$ cat src/rtl/hz_pkg.sv
package hz_pkg;
  typedef enum logic [1:0] {
    CLS_ALU    = 2'd0,
    CLS_LOAD   = 2'd1,
    CLS_STORE  = 2'd2,
    CLS_BRANCH = 2'd3
  } icls_e;

  typedef enum logic [1:0] {
    SRC_RF = 2'd0,
    SRC_X1 = 2'd1,
    SRC_M  = 2'd2,
    SRC_W  = 2'd3
  } opsrc_e;

  localparam int unsigned NUM_PROD = 4;  // X0, X1, M, W
  localparam int unsigned NUM_OPND = 3;  // operand A, operand B, store data
endpackage

$ cat src/rtl/hz_producer.sv
module hz_producer
  import hz_pkg::*;
(
  input  logic       valid,
  input  logic [1:0] cls,
  output logic       writes
);
  // Only ALU results and loaded data land in the register file.
  always_comb begin
    writes = valid && ((cls == CLS_ALU) || (cls == CLS_LOAD));
  end
endmodule

$ cat src/rtl/hz_operand_check.sv
module hz_operand_check
  import hz_pkg::*;
#(
  parameter int unsigned REG_W = 5
) (
  input  logic             bypass_en,
  input  logic             used,
  input  logic [REG_W-1:0] idx,
  input  logic             wr_x0,
  input  logic [REG_W-1:0] rd_x0,
  input  logic             wr_x1,
  input  logic [REG_W-1:0] rd_x1,
  input  logic             ld_x1,
  input  logic             wr_m,
  input  logic [REG_W-1:0] rd_m,
  input  logic             ld_m,
  input  logic             wr_w,
  input  logic [REG_W-1:0] rd_w,
  output logic [1:0]       sel,
  output logic             hazard
);
  logic hit_x0, hit_x1, hit_m, hit_w;

  always_comb begin
    hit_x0 = used && wr_x0 && (rd_x0 == idx);
    hit_x1 = used && wr_x1 && (rd_x1 == idx);
    hit_m  = used && wr_m  && (rd_m  == idx);
    hit_w  = used && wr_w  && (rd_w  == idx);
  end

  always_comb begin
    sel    = SRC_RF;
    hazard = 1'b0;
    if (!bypass_en) begin
      // Write-then-read register file covers a producer in W.
      hazard = hit_x0 || hit_x1 || hit_m;
    end else if (hit_x0) begin
      hazard = 1'b1;
    end else if (hit_x1) begin
      if (ld_x1) hazard = 1'b1;
      else       sel    = SRC_X1;
    end else if (hit_m) begin
      if (ld_m) hazard = 1'b1;
      else      sel    = SRC_M;
    end else if (hit_w) begin
      sel = SRC_W;
    end
  end
endmodule

$ cat src/rtl/hz_flow_ctl.sv
module hz_flow_ctl
  import hz_pkg::*;
#(
  parameter int unsigned N_HAZ = 3
) (
  input  logic             clk,
  input  logic             rst,
  input  logic [N_HAZ-1:0] opnd_haz,
  input  logic             d_valid,
  input  logic             x1_valid,
  input  logic [1:0]       x1_cls,
  input  logic             x1_br_taken,
  output logic             hold,
  output logic             kill,
  output logic             redirect_q
);
  always_comb begin
    kill = x1_valid && (x1_cls == CLS_BRANCH) && x1_br_taken;
    // The decode instruction is being killed, so holding it is pointless.
    hold = d_valid && (|opnd_haz) && !kill;
  end

  always_ff @(posedge clk) begin
    if (rst) redirect_q <= 1'b0;
    else     redirect_q <= kill;
  end
endmodule

$ cat src/rtl/pipe_hazard_ctl.sv
module pipe_hazard_ctl
  import hz_pkg::*;
#(
  parameter int unsigned REG_W = 5
) (
  input  logic             clk,
  input  logic             rst,
  input  logic             bypass_en,
  input  logic             d_valid,
  input  logic [1:0]       d_cls,
  input  logic [REG_W-1:0] d_rs1,
  input  logic             d_rs1_used,
  input  logic [REG_W-1:0] d_rs2,
  input  logic             d_rs2_used,
  input  logic             x0_valid,
  input  logic [1:0]       x0_cls,
  input  logic [REG_W-1:0] x0_rd,
  input  logic             x1_valid,
  input  logic [1:0]       x1_cls,
  input  logic [REG_W-1:0] x1_rd,
  input  logic             x1_br_taken,
  input  logic             m_valid,
  input  logic [1:0]       m_cls,
  input  logic [REG_W-1:0] m_rd,
  input  logic             w_valid,
  input  logic [1:0]       w_cls,
  input  logic [REG_W-1:0] w_rd,
  output logic [1:0]       sel_a,
  output logic [1:0]       sel_b,
  output logic [1:0]       sel_st,
  output logic             stall_f,
  output logic             stall_d,
  output logic             bubble_x0,
  output logic             squash_f,
  output logic             squash_d,
  output logic             squash_x0,
  output logic             redirect
);
  // Producer decode, one per downstream slot (0 X0, 1 X1, 2 M, 3 W).
  logic [NUM_PROD-1:0] p_valid;
  logic [1:0]          p_cls [NUM_PROD];
  logic [NUM_PROD-1:0] p_wr;

  always_comb begin
    p_valid  = {w_valid, m_valid, x1_valid, x0_valid};
    p_cls[0] = x0_cls;
    p_cls[1] = x1_cls;
    p_cls[2] = m_cls;
    p_cls[3] = w_cls;
  end

  for (genvar g = 0; g < NUM_PROD; g++) begin : g_prod
    hz_producer u_prod (
      .valid  (p_valid[g]),
      .cls    (p_cls[g]),
      .writes (p_wr[g])
    );
  end

  logic ld_x1, ld_m, d_is_store;
  always_comb begin
    ld_x1      = (x1_cls == CLS_LOAD);
    ld_m       = (m_cls == CLS_LOAD);
    d_is_store = (d_cls == CLS_STORE);
  end

  // Operand slots: 0 ALU A (rs1), 1 ALU B (rs2, non-store), 2 store data (rs2).
  logic [REG_W-1:0]    o_idx  [NUM_OPND];
  logic [NUM_OPND-1:0] o_used;
  logic [1:0]          o_sel  [NUM_OPND];
  logic [NUM_OPND-1:0] o_haz;

  always_comb begin
    o_idx[0]  = d_rs1;
    o_idx[1]  = d_rs2;
    o_idx[2]  = d_rs2;
    o_used[0] = d_valid && d_rs1_used;
    o_used[1] = d_valid && d_rs2_used && !d_is_store;
    o_used[2] = d_valid && d_rs2_used && d_is_store;
  end

  for (genvar g = 0; g < NUM_OPND; g++) begin : g_opnd
    hz_operand_check #(.REG_W(REG_W)) u_chk (
      .bypass_en (bypass_en),
      .used      (o_used[g]),
      .idx       (o_idx[g]),
      .wr_x0     (p_wr[0]),
      .rd_x0     (x0_rd),
      .wr_x1     (p_wr[1]),
      .rd_x1     (x1_rd),
      .ld_x1     (ld_x1),
      .wr_m      (p_wr[2]),
      .rd_m      (m_rd),
      .ld_m      (ld_m),
      .wr_w      (p_wr[3]),
      .rd_w      (w_rd),
      .sel       (o_sel[g]),
      .hazard    (o_haz[g])
    );
  end

  logic hold, kill, redirect_q;

  hz_flow_ctl #(.N_HAZ(NUM_OPND)) u_flow (
    .clk         (clk),
    .rst         (rst),
    .opnd_haz    (o_haz),
    .d_valid     (d_valid),
    .x1_valid    (x1_valid),
    .x1_cls      (x1_cls),
    .x1_br_taken (x1_br_taken),
    .hold        (hold),
    .kill        (kill),
    .redirect_q  (redirect_q)
  );

  always_comb begin
    sel_a     = o_sel[0];
    sel_b     = o_sel[1];
    sel_st    = o_sel[2];
    stall_f   = hold;
    stall_d   = hold;
    bubble_x0 = hold;
    squash_f  = kill;
    squash_d  = kill;
    squash_x0 = kill;
    redirect  = redirect_q;
  end
endmodule

$ cat config.mk
export PLATFORM = sky130hd
export DESIGN_NAME = pipe_hazard_ctl
export DESIGN_NICKNAME = d
export VERILOG_FILES = /design/src/rtl/hz_pkg.sv /design/src/rtl/hz_producer.sv /design/src/rtl/hz_operand_check.sv /design/src/rtl/hz_flow_ctl.sv /design/src/rtl/pipe_hazard_ctl.sv
export SDC_FILE = /design/constraint.sdc
export NUM_CORES = 1
export LEC_CHECK = 0
export ABC_CLOCK_PERIOD_IN_PS = 3800
export BUFFER_PORTS_ARGS = -buffer_cell sky130_fd_sc_hd__buf_4
export CORE_MARGIN = 2
export CORE_UTILIZATION = 30
export CTS_CLUSTER_DIAMETER = 50
export DETAILED_ROUTE_END_ITERATION = 8
export PLACE_DENSITY = 0.65
export SYNTH_ARGS = -nofsm -noshare
export SYNTH_HDL_FRONTEND = slang
export SYNTH_SLANG_ARGS = --single-unit
$ cat constraint.sdc
create_clock -name clk -period 3.8 [get_ports clk]
set_clock_uncertainty 0.2 [all_clocks]
set_input_delay 0.95 -clock clk [delete_from_list [all_inputs] [get_ports clk]]
set_output_delay 0.95 -clock clk [all_outputs]
set_load 0.05 [all_outputs]
==> run summary, run 1 <==
hpwl dp - 2270 um
post-synthesis sequential area ratio - 0.02653
top flop regs - u_flow.redirect_q: 1 flops
final cell count without fillers - 194
Ant. Diodes - 0
DR WL/cell - 13.29 um
CP Launch Type - primary input
fin area - 0.001350 sq mm
Yosys cell types - 30
die extent in y - 54.15 um
GRT Util Overall - 0.1809
share of cells above drive strength 1 - 0.4878
Least-Margin Pin Slew - 0.4065 ns
Tmin final - 3.730 ns
critical path class - in2out
die width - 54.15 um
Crit path required time - 2.65 ns
Remaining DRCs - 0
placed insts - 193
yosys warns - 0
Vias/cell - 4.892
DP Area - 0.001280 sq mm
Placer Congestion - 0.7740
max FFs per register - 1
Initial Util - 0.3102
Mapped Area - 754.5 sq um
Worst-path clk slew - 0 ns
die footprint - 0.002932 sq mm
Critical Path AT - 2.58 ns
Nets - 217
Filler cells - 252
vias in the first global route - 944
Final Cycle Share - 0.9817
max cap viols - 0
largest net degree at the start of global routing - 6
initial antenna violation count - 0
fmax - 268.1 MHz
Syn Area/Cell - 7.545 sq um
via count - 949
initial drt markers - 0
CORE AREA - 0.002432 sq mm
CP Max Fanout - 4
max_slew headroom - 0.7285
Worst IR Drop VDD - 0.07463 mV
TritonRoute pass-1 iters - 1
leakage power - 0.5971 nW
crit end category - output pin
I/O pin count - 64
grt ovf - 0
Synth Register Bits - 1
port buffer count - 61
Util after Layout - 0.5550
worst hold path class - in2reg
status - finished clean
Cells after Synth - 100
Mapped Nets - 151
PwrDens - 97.66 mW/mm^2
setup_tns - 0 ns
row cnt - 18
area grow syn2layout - 78.94%
unrepaired setup endpoints after global routing - true
Final ANT Viol Nets - 0
Post-Route WL - 2579 um
fin. max-slew vios - 0
Most flops, register - u_flow.redirect_q
Final Hold Fails - 0
final setup vio count - 0
Power, Total - 131.8 uW
first-pass GRT wire length - 3988 um
[critical path, stage by stage]
cell and delay (ns):
buf_8 0.10, xor2_2 0.17, nor4_2 0.32, nand4b_1 0.23, nor4b_4 0.19, o211ai_1 0.29, a31oi_4 0.16, buf_6 0.18
[worst paths after layout]
path	start	to	slack, ns	cells after the start
worst max-delay path	x1_rd[4]	bubble_x0	0.07	8
worst min-delay path	rst	u_flow.redirect_q	0.91	2
[metrics by stage]
stage / setup WS (ns) / hold WS [ns]
6_report: 0.06970 / 0.9073
5_1_grt: -0.02656 / 0.9123
2_1_floorplan: 0.006837 / 0.8216
4_1_cts: 0.01972 / 0.9093
3_5_place_dp: -0.1083 / 0.9124
3_3_place_gp: -0.04103 / 0.9071
[what timing repair did]
action,4_1_cts,5_1_grt
setup buffers,1,0
hold buffers,0,0
gates resized for setup,1,11
setup endpoints to repair,3,3
pin swaps,1,10
[synthesized netlist by cell type, drive strengths merged]
cell type,n,share of area
nand4b,2,0.023
nand4,3,0.025
nor3b,1,0.010
and4,2,0.025
nor4b,3,0.043
nand2b,2,0.017
a31oi,1,0.0083
or4,1,0.015
mux2,1,0.015
and2b,1,0.010
a21oi,2,0.013
nor2,8,0.040
nor4,6,0.058
xor2,28,0.33
nand3,1,0.013
nor3,1,0.0066
o221ai,1,0.012
o21ai,4,0.027
buf,4,0.040
inv,1,0.0050
xnor2,12,0.14
o211ai,1,0.010
and3b,1,0.012
nand2,6,0.030
dfxtp,1,0.027
a31o,1,0.012
nor2b,5,0.041
[per-layer routing]
layer / global-route usage / up-vias / routed length (um)
met5: 0 / - / 0
met4: 0.02083 / 0 / 14
met3: 0.01389 / 2 / 211
met2: 0.3614 / 44 / 1331
met1: 0.2092 / 427 / 1021
li1: - / 476 / -
[logic make-up after synthesis]
family / Yosys count / synth area share
simple gates: 43 / 0.3682
xor+xnor: 40 / 0.4644
compound gates: 10 / 0.08128
buf+inv: 5 / 0.04477
mux: 1 / 0.01492
flops: 1 / 0.02654
[layout make-up]
cell class / instances / area, sq um / area share
Inverter: 1 / 3.754 / 0.002780
Multi-Input combinational cell: 94 / 752.0 / 0.5570
Sequential cell: 1 / 20.02 / 0.01483
Timing Repair Buffer: 68 / 536.8 / 0.3976
Tap cell: 30 / 37.54 / 0.02780
[where the power goes]
part	switching, mW	leakage (nW)	internal, mW
clock network	0	0	0
registers	0.0000425	0.00809	0.0109
logic	0.0547	0.589	0.0662
total	0.0548	0.597	0.0771
[layout by cell type, fill, tap and decap left out, drive strengths merged]
cell     n
or4      1
a31oi    1
mux2     1
o21ai    4
nor4b    3
dfxtp    1
nand4b   2
and2b    1
xor2    28
xnor2   12
buf     68
nand2b   2
nor2b    5
inv      1
and3b    1
o211ai   1
nor3b    1
a31o     1
o221ai   1
nor3     1
nand2    6
a21oi    2
nor4     6
nand4    3
nand3    1
and4     2
nor2     8
No activity file was read; power rests on OpenSTA's default activity.
==> run 2, diff against run 1 <==
--- a/config.mk
+++ b/config.mk
@@ -8,10 +8,9 @@
 export ABC_CLOCK_PERIOD_IN_PS = 3800
 export BUFFER_PORTS_ARGS = -buffer_cell sky130_fd_sc_hd__buf_4
 export CORE_MARGIN = 2
-export CORE_UTILIZATION = 30
-export CTS_CLUSTER_DIAMETER = 50
+export CORE_UTILIZATION = 25
 export DETAILED_ROUTE_END_ITERATION = 8
-export PLACE_DENSITY = 0.65
+export PLACE_DENSITY = 0.56
 export SYNTH_ARGS = -nofsm -noshare
 export SYNTH_HDL_FRONTEND = slang
 export SYNTH_SLANG_ARGS = --single-unit
==> run summary, run 2 (synthesis results as in run 1) <==
initial drt markers - 19
first-pass GRT wire length - 3891 um
final cell count without fillers - 194
TritonRoute pass-1 iters - 8
critical path class - in2out
uppermost layer routed - met3
CORE AREA - 0.002805 sq mm
DR WL/cell - 13.33 um
WL met3 - 217 um
worst setup margin - 0.06668 ns
wire length on met2 - 1319 um
Power, Total - 131.8 uW
commonest non-fill, non-tap cell in the layout - buf_4
initial antenna violation count - 0
fmax - 267.9 MHz
CTS Hold Bufs - 0
DP Area - 0.001281 sq mm
leakage power - 0.5928 nW
die footprint - 0.003473 sq mm
Vias/cell - 4.861
die extent in y - 58.94 um
row cnt - 19
violated checks - design-rule violations
vias in the first global route - 907
fin area - 0.001341 sq mm
Worst Hold Path Cells - 2
grt ovf - 0
Worst-path clk slew - 0 ns
port buffer count - 61
Crit path required time - 2.65 ns
Worst Hold Launch - rst
top flop regs - u_flow.redirect_q: 1 flops
Nets - 216
largest net degree at the start of global routing - 6
clock network fraction of total power - 0
switching power - 54.44 uW
Critical Path AT - 2.58 ns
Hold Path Sink - u_flow.redirect_q
area grow syn2layout - 77.78%
Placer Congestion - 0.7792
Metal-1 WL - 1049 um
GRT Util Overall - 0.1383
sequential power share - 0.083
Worst IR Drop VDD - 0.05198 mV
Initial Util - 0.2690
worst hold path class - in2reg
crit end category - output pin
Least-Margin Pin Slew - 0.3722 ns
CP Launch Type - primary input
Remaining DRCs - 3
most frequent cells in the layout - buf_4, xor2_1, xnor2_1
hpwl dp - 2320 um
Post-CTS Setup Bufs - 0
unrepaired setup endpoints after global routing - true
final setup vio count - 0
Ant. Diodes - 0
placed insts - 194
via count - 943
CP Max Fanout - 5
max FFs per register - 1
Tmin final - 3.733 ns
Final Cycle Share - 0.9825
worst slack, placed - -0.08743 ns
Final Hold Fails - 0
hold_ws - 0.9104 ns
max_slew headroom - 0.7514
setup_tns - 0 ns
Final ANT Viol Nets - 0
status - complete, but fails checks
PwrDens - 98.28 mW/mm^2
Logic pwr share - 0.917
max cap viols - 0
Util after Layout - 0.4781
I/O pin count - 64
Post-Route WL - 2586 um
Most flops, register - u_flow.redirect_q
fin. max-slew vios - 0
share of cells above drive strength 1 - 0.4785
internal power - 77.38 uW
Sw Ratio - 0.4130
die width - 58.94 um
[run 2: timing repair]
item	4_1_cts	5_1_grt
cloned	0	0
pin swaps	0	7
resized for setup	1	12
endpoints found under the setup margin	3	6
hold endpoints to repair	0	0
[run 2: metal layers]
metal  GRT usage  vias to the layer above
met5           0                        -
met4           0                        0
met3     0.01099                        0
met2      0.2667                       45
met1      0.1759                      425
li1            -                      473
[run 2: worst max-delay path by stage]
stage                         end  startpoint  cells after the start
after floorplan           stall_d     m_rd[0]                      7
after global placement    stall_d    d_rs2[4]                      8
after detailed placement  stall_d    d_rs2[4]                      8
after CTS                 stall_d    d_rs2[4]                      9
after global routing      stall_d    x1_rd[2]                      8
final                     stall_d    x1_rd[2]                      8
[run 2: power groups by stage]
stage               Sequential [mW]  Clock [mW]  Combinational (mW)
global placement             0.0109           0               0.115
global route                 0.0110           0               0.130
finish                       0.0109           0               0.121
floorplan                    0.0116           0              0.0490
detailed placement           0.0109           0               0.116
CTS                          0.0109           0               0.117
[run 2: worst max-delay path: stages]
cell	delay, ns
buf_8	0.10
xor2_2	0.16
nor4_2	0.30
nand4b_1	0.25
nor4b_4	0.20
o211ai_1	0.29
a31oi_4	0.15
buf_6	0.18
[run 2: layout make-up]
class / count / area [sq um]
fillers: 276 / 1464
multi-input cells: 94 / 745.7
well taps: 31 / 38.79
repair buffers: 67 / 533.0
flip-flops and latches: 1 / 20.02
inverters: 1 / 3.754
==> run 3, diff against run 2 <==
--- a/config.mk
+++ b/config.mk
@@ -6,11 +6,10 @@
 export NUM_CORES = 1
 export LEC_CHECK = 0
 export ABC_CLOCK_PERIOD_IN_PS = 3800
-export BUFFER_PORTS_ARGS = -buffer_cell sky130_fd_sc_hd__buf_4
+export BUFFER_PORTS_ARGS = -buffer_cell sky130_fd_sc_hd__clkbuf_2
 export CORE_MARGIN = 2
 export CORE_UTILIZATION = 25
 export DETAILED_ROUTE_END_ITERATION = 8
-export PLACE_DENSITY = 0.56
 export SYNTH_ARGS = -nofsm -noshare
 export SYNTH_HDL_FRONTEND = slang
 export SYNTH_SLANG_ARGS = --single-unit
==> constraint.sdc (replaced) <==
create_clock -name clk -period 3.8 [get_ports clk]
set_clock_uncertainty 0.2 [all_clocks]
set_input_delay 0.76 -clock clk [delete_from_list [all_inputs] [get_ports clk]]
set_output_delay 0.76 -clock clk [all_outputs]
set_load 0.05 [all_outputs]
==> run summary, run 3 (synthesis results as in run 1) <==
hpwl dp - 2232 um
port buffer count - 61
Vias/cell - 4.856
largest net degree at the start of global routing - 7
leakage power - 0.5040 nW
initial antenna violation count - 0
Initial Util - 0.2690
die footprint - 0.003473 sq mm
most frequent cells in the layout - clkbuf_2, xor2_1, xnor2_1
Most flops, register - u_flow.redirect_q
DR WL/cell - 13.16 um
grt ovf - 0
Hold Path Sink - u_flow.redirect_q
max cap viols - 0
GRT Util Overall - 0.1415
violated checks - design-rule violations
crit-path leading delay family - simple AND/OR/NAND/NOR gates
Nets - 210
Final Cycle Share - 0.9504
I/O pin count - 64
Worst IR Drop VDD - 0.04020 mV
Remaining DRCs - 6
unrepaired setup endpoints after global routing - false
Critical Path AT - 2.65 ns
CORE AREA - 0.002805 sq mm
CP Launch Type - primary input
fin. max-slew vios - 0
Final ANT Viol Nets - 0
Least-Margin Pin Slew - 0.4004 ns
share of cells above drive strength 1 - 0.4395
initial drt markers - 28
Final Hold Fails - 0
Post-CTS Resized - 0
vias in the first global route - 880
commonest non-fill, non-tap cell in the layout - clkbuf_2
Post-Route WL - 2474 um
row cnt - 19
PwrDens - 100.4 mW/mm^2
Tmin final - 3.611 ns
max FFs per register - 1
area grow syn2layout - 42.45%
Util after Layout - 0.3831
die extent in y - 58.94 um
crit end category - output pin
final setup vio count - 0
Worst-path clk slew - 0 ns
Post-CTS Setup Bufs - 0
max_slew headroom - 0.7306
CP Max Fanout - 6
critical path class - in2out
Worst Hold Path Cells - 2
via count - 913
CP peak stage delay - 0.41 ns
Placer Congestion - 0.7720
Worst path slowest cell - nor4_1
first-pass GRT wire length - 3857 um
CP bufs+invs - 2
CP cell instances - clkbuf_2 > xor2_1 > nor4_1 > nand4b_1 > o21ai_0 > o21ai_0 > a31oi_2 > clkbuf_2
Crit path required time - 2.84 ns
Power, Total - 107.9 uW
fmax - 276.9 MHz
top flop regs - u_flow.redirect_q: 1 flops
CTS Hold Bufs - 0
setup_tns - 0 ns
die width - 58.94 um
TritonRoute pass-1 iters - 6
Worst Hold Launch - rst
Ant. Diodes - 0
worst hold path class - in2reg
status - complete, but fails checks
## run 3: cell types whose count changed in the layout (fill, tap and decap cells not counted), sizes merged
| cell | before | now |
|---|---|---|
| buf | 67 | 0 |
| clkbuf | 0 | 61 |
## run 3: final cells by class
| class | count | area (sq um) |
|---|---|---|
| Timing Repair Buffer | 61 | 305.3 |
| Sequential cell | 1 | 20.02 |
| Multi-Input combinational cell | 94 | 706.9 |
| Fill cell | 310 | 1730 |
| Tap cell | 31 | 38.79 |
| Inverter | 1 | 3.754 |
## run 3: power breakdown
| group | internal, mW | switching (mW) |
|---|---|---|
| clock network | 0 | 0 |
| logic | 0.0450 | 0.0520 |
| registers | 0.0109 | 0.0000335 |
| total | 0.0559 | 0.0520 |
## run 3: worst max path at each step
stage,start,endpoint,cells past startpoint
floorplan,m_rd[0],stall_d,7
global placement,d_rs2[4],stall_f,8
detailed placement,d_rs2[4],stall_f,8
CTS,d_rs2[4],stall_f,8
global route,d_rs2[4],stall_d,8
finish,d_rs2[4],stall_f,8
## run 3: layer usage
| layer | part of all wire | track usage |
|---|---|---|
| met1 | 0.41 | 0.1878 |
| met2 | 0.49 | 0.2667 |
| met3 | 0.096 | 0.004396 |
| met4 | 0 | 0.003247 |
| met5 | 0 | 0 |
## run 3: stage by stage
stage | worst slack, ns | cells | hold WS [ns] | area [sq um]
3_5_place_dp | 0.1827 | 188 | 0.7197 | 1075
4_1_cts | 0.1834 | 188 | 0.7217 | 1075
2_1_floorplan | 0.1916 | 100 | 0.6316 | 760.7
3_3_place_gp | 0.2501 | 188 | 0.7190 | 1075
5_1_grt | 0.01956 | 188 | 0.7344 | 1075
6_report | 0.1886 | 188 | 0.7189 | 1075
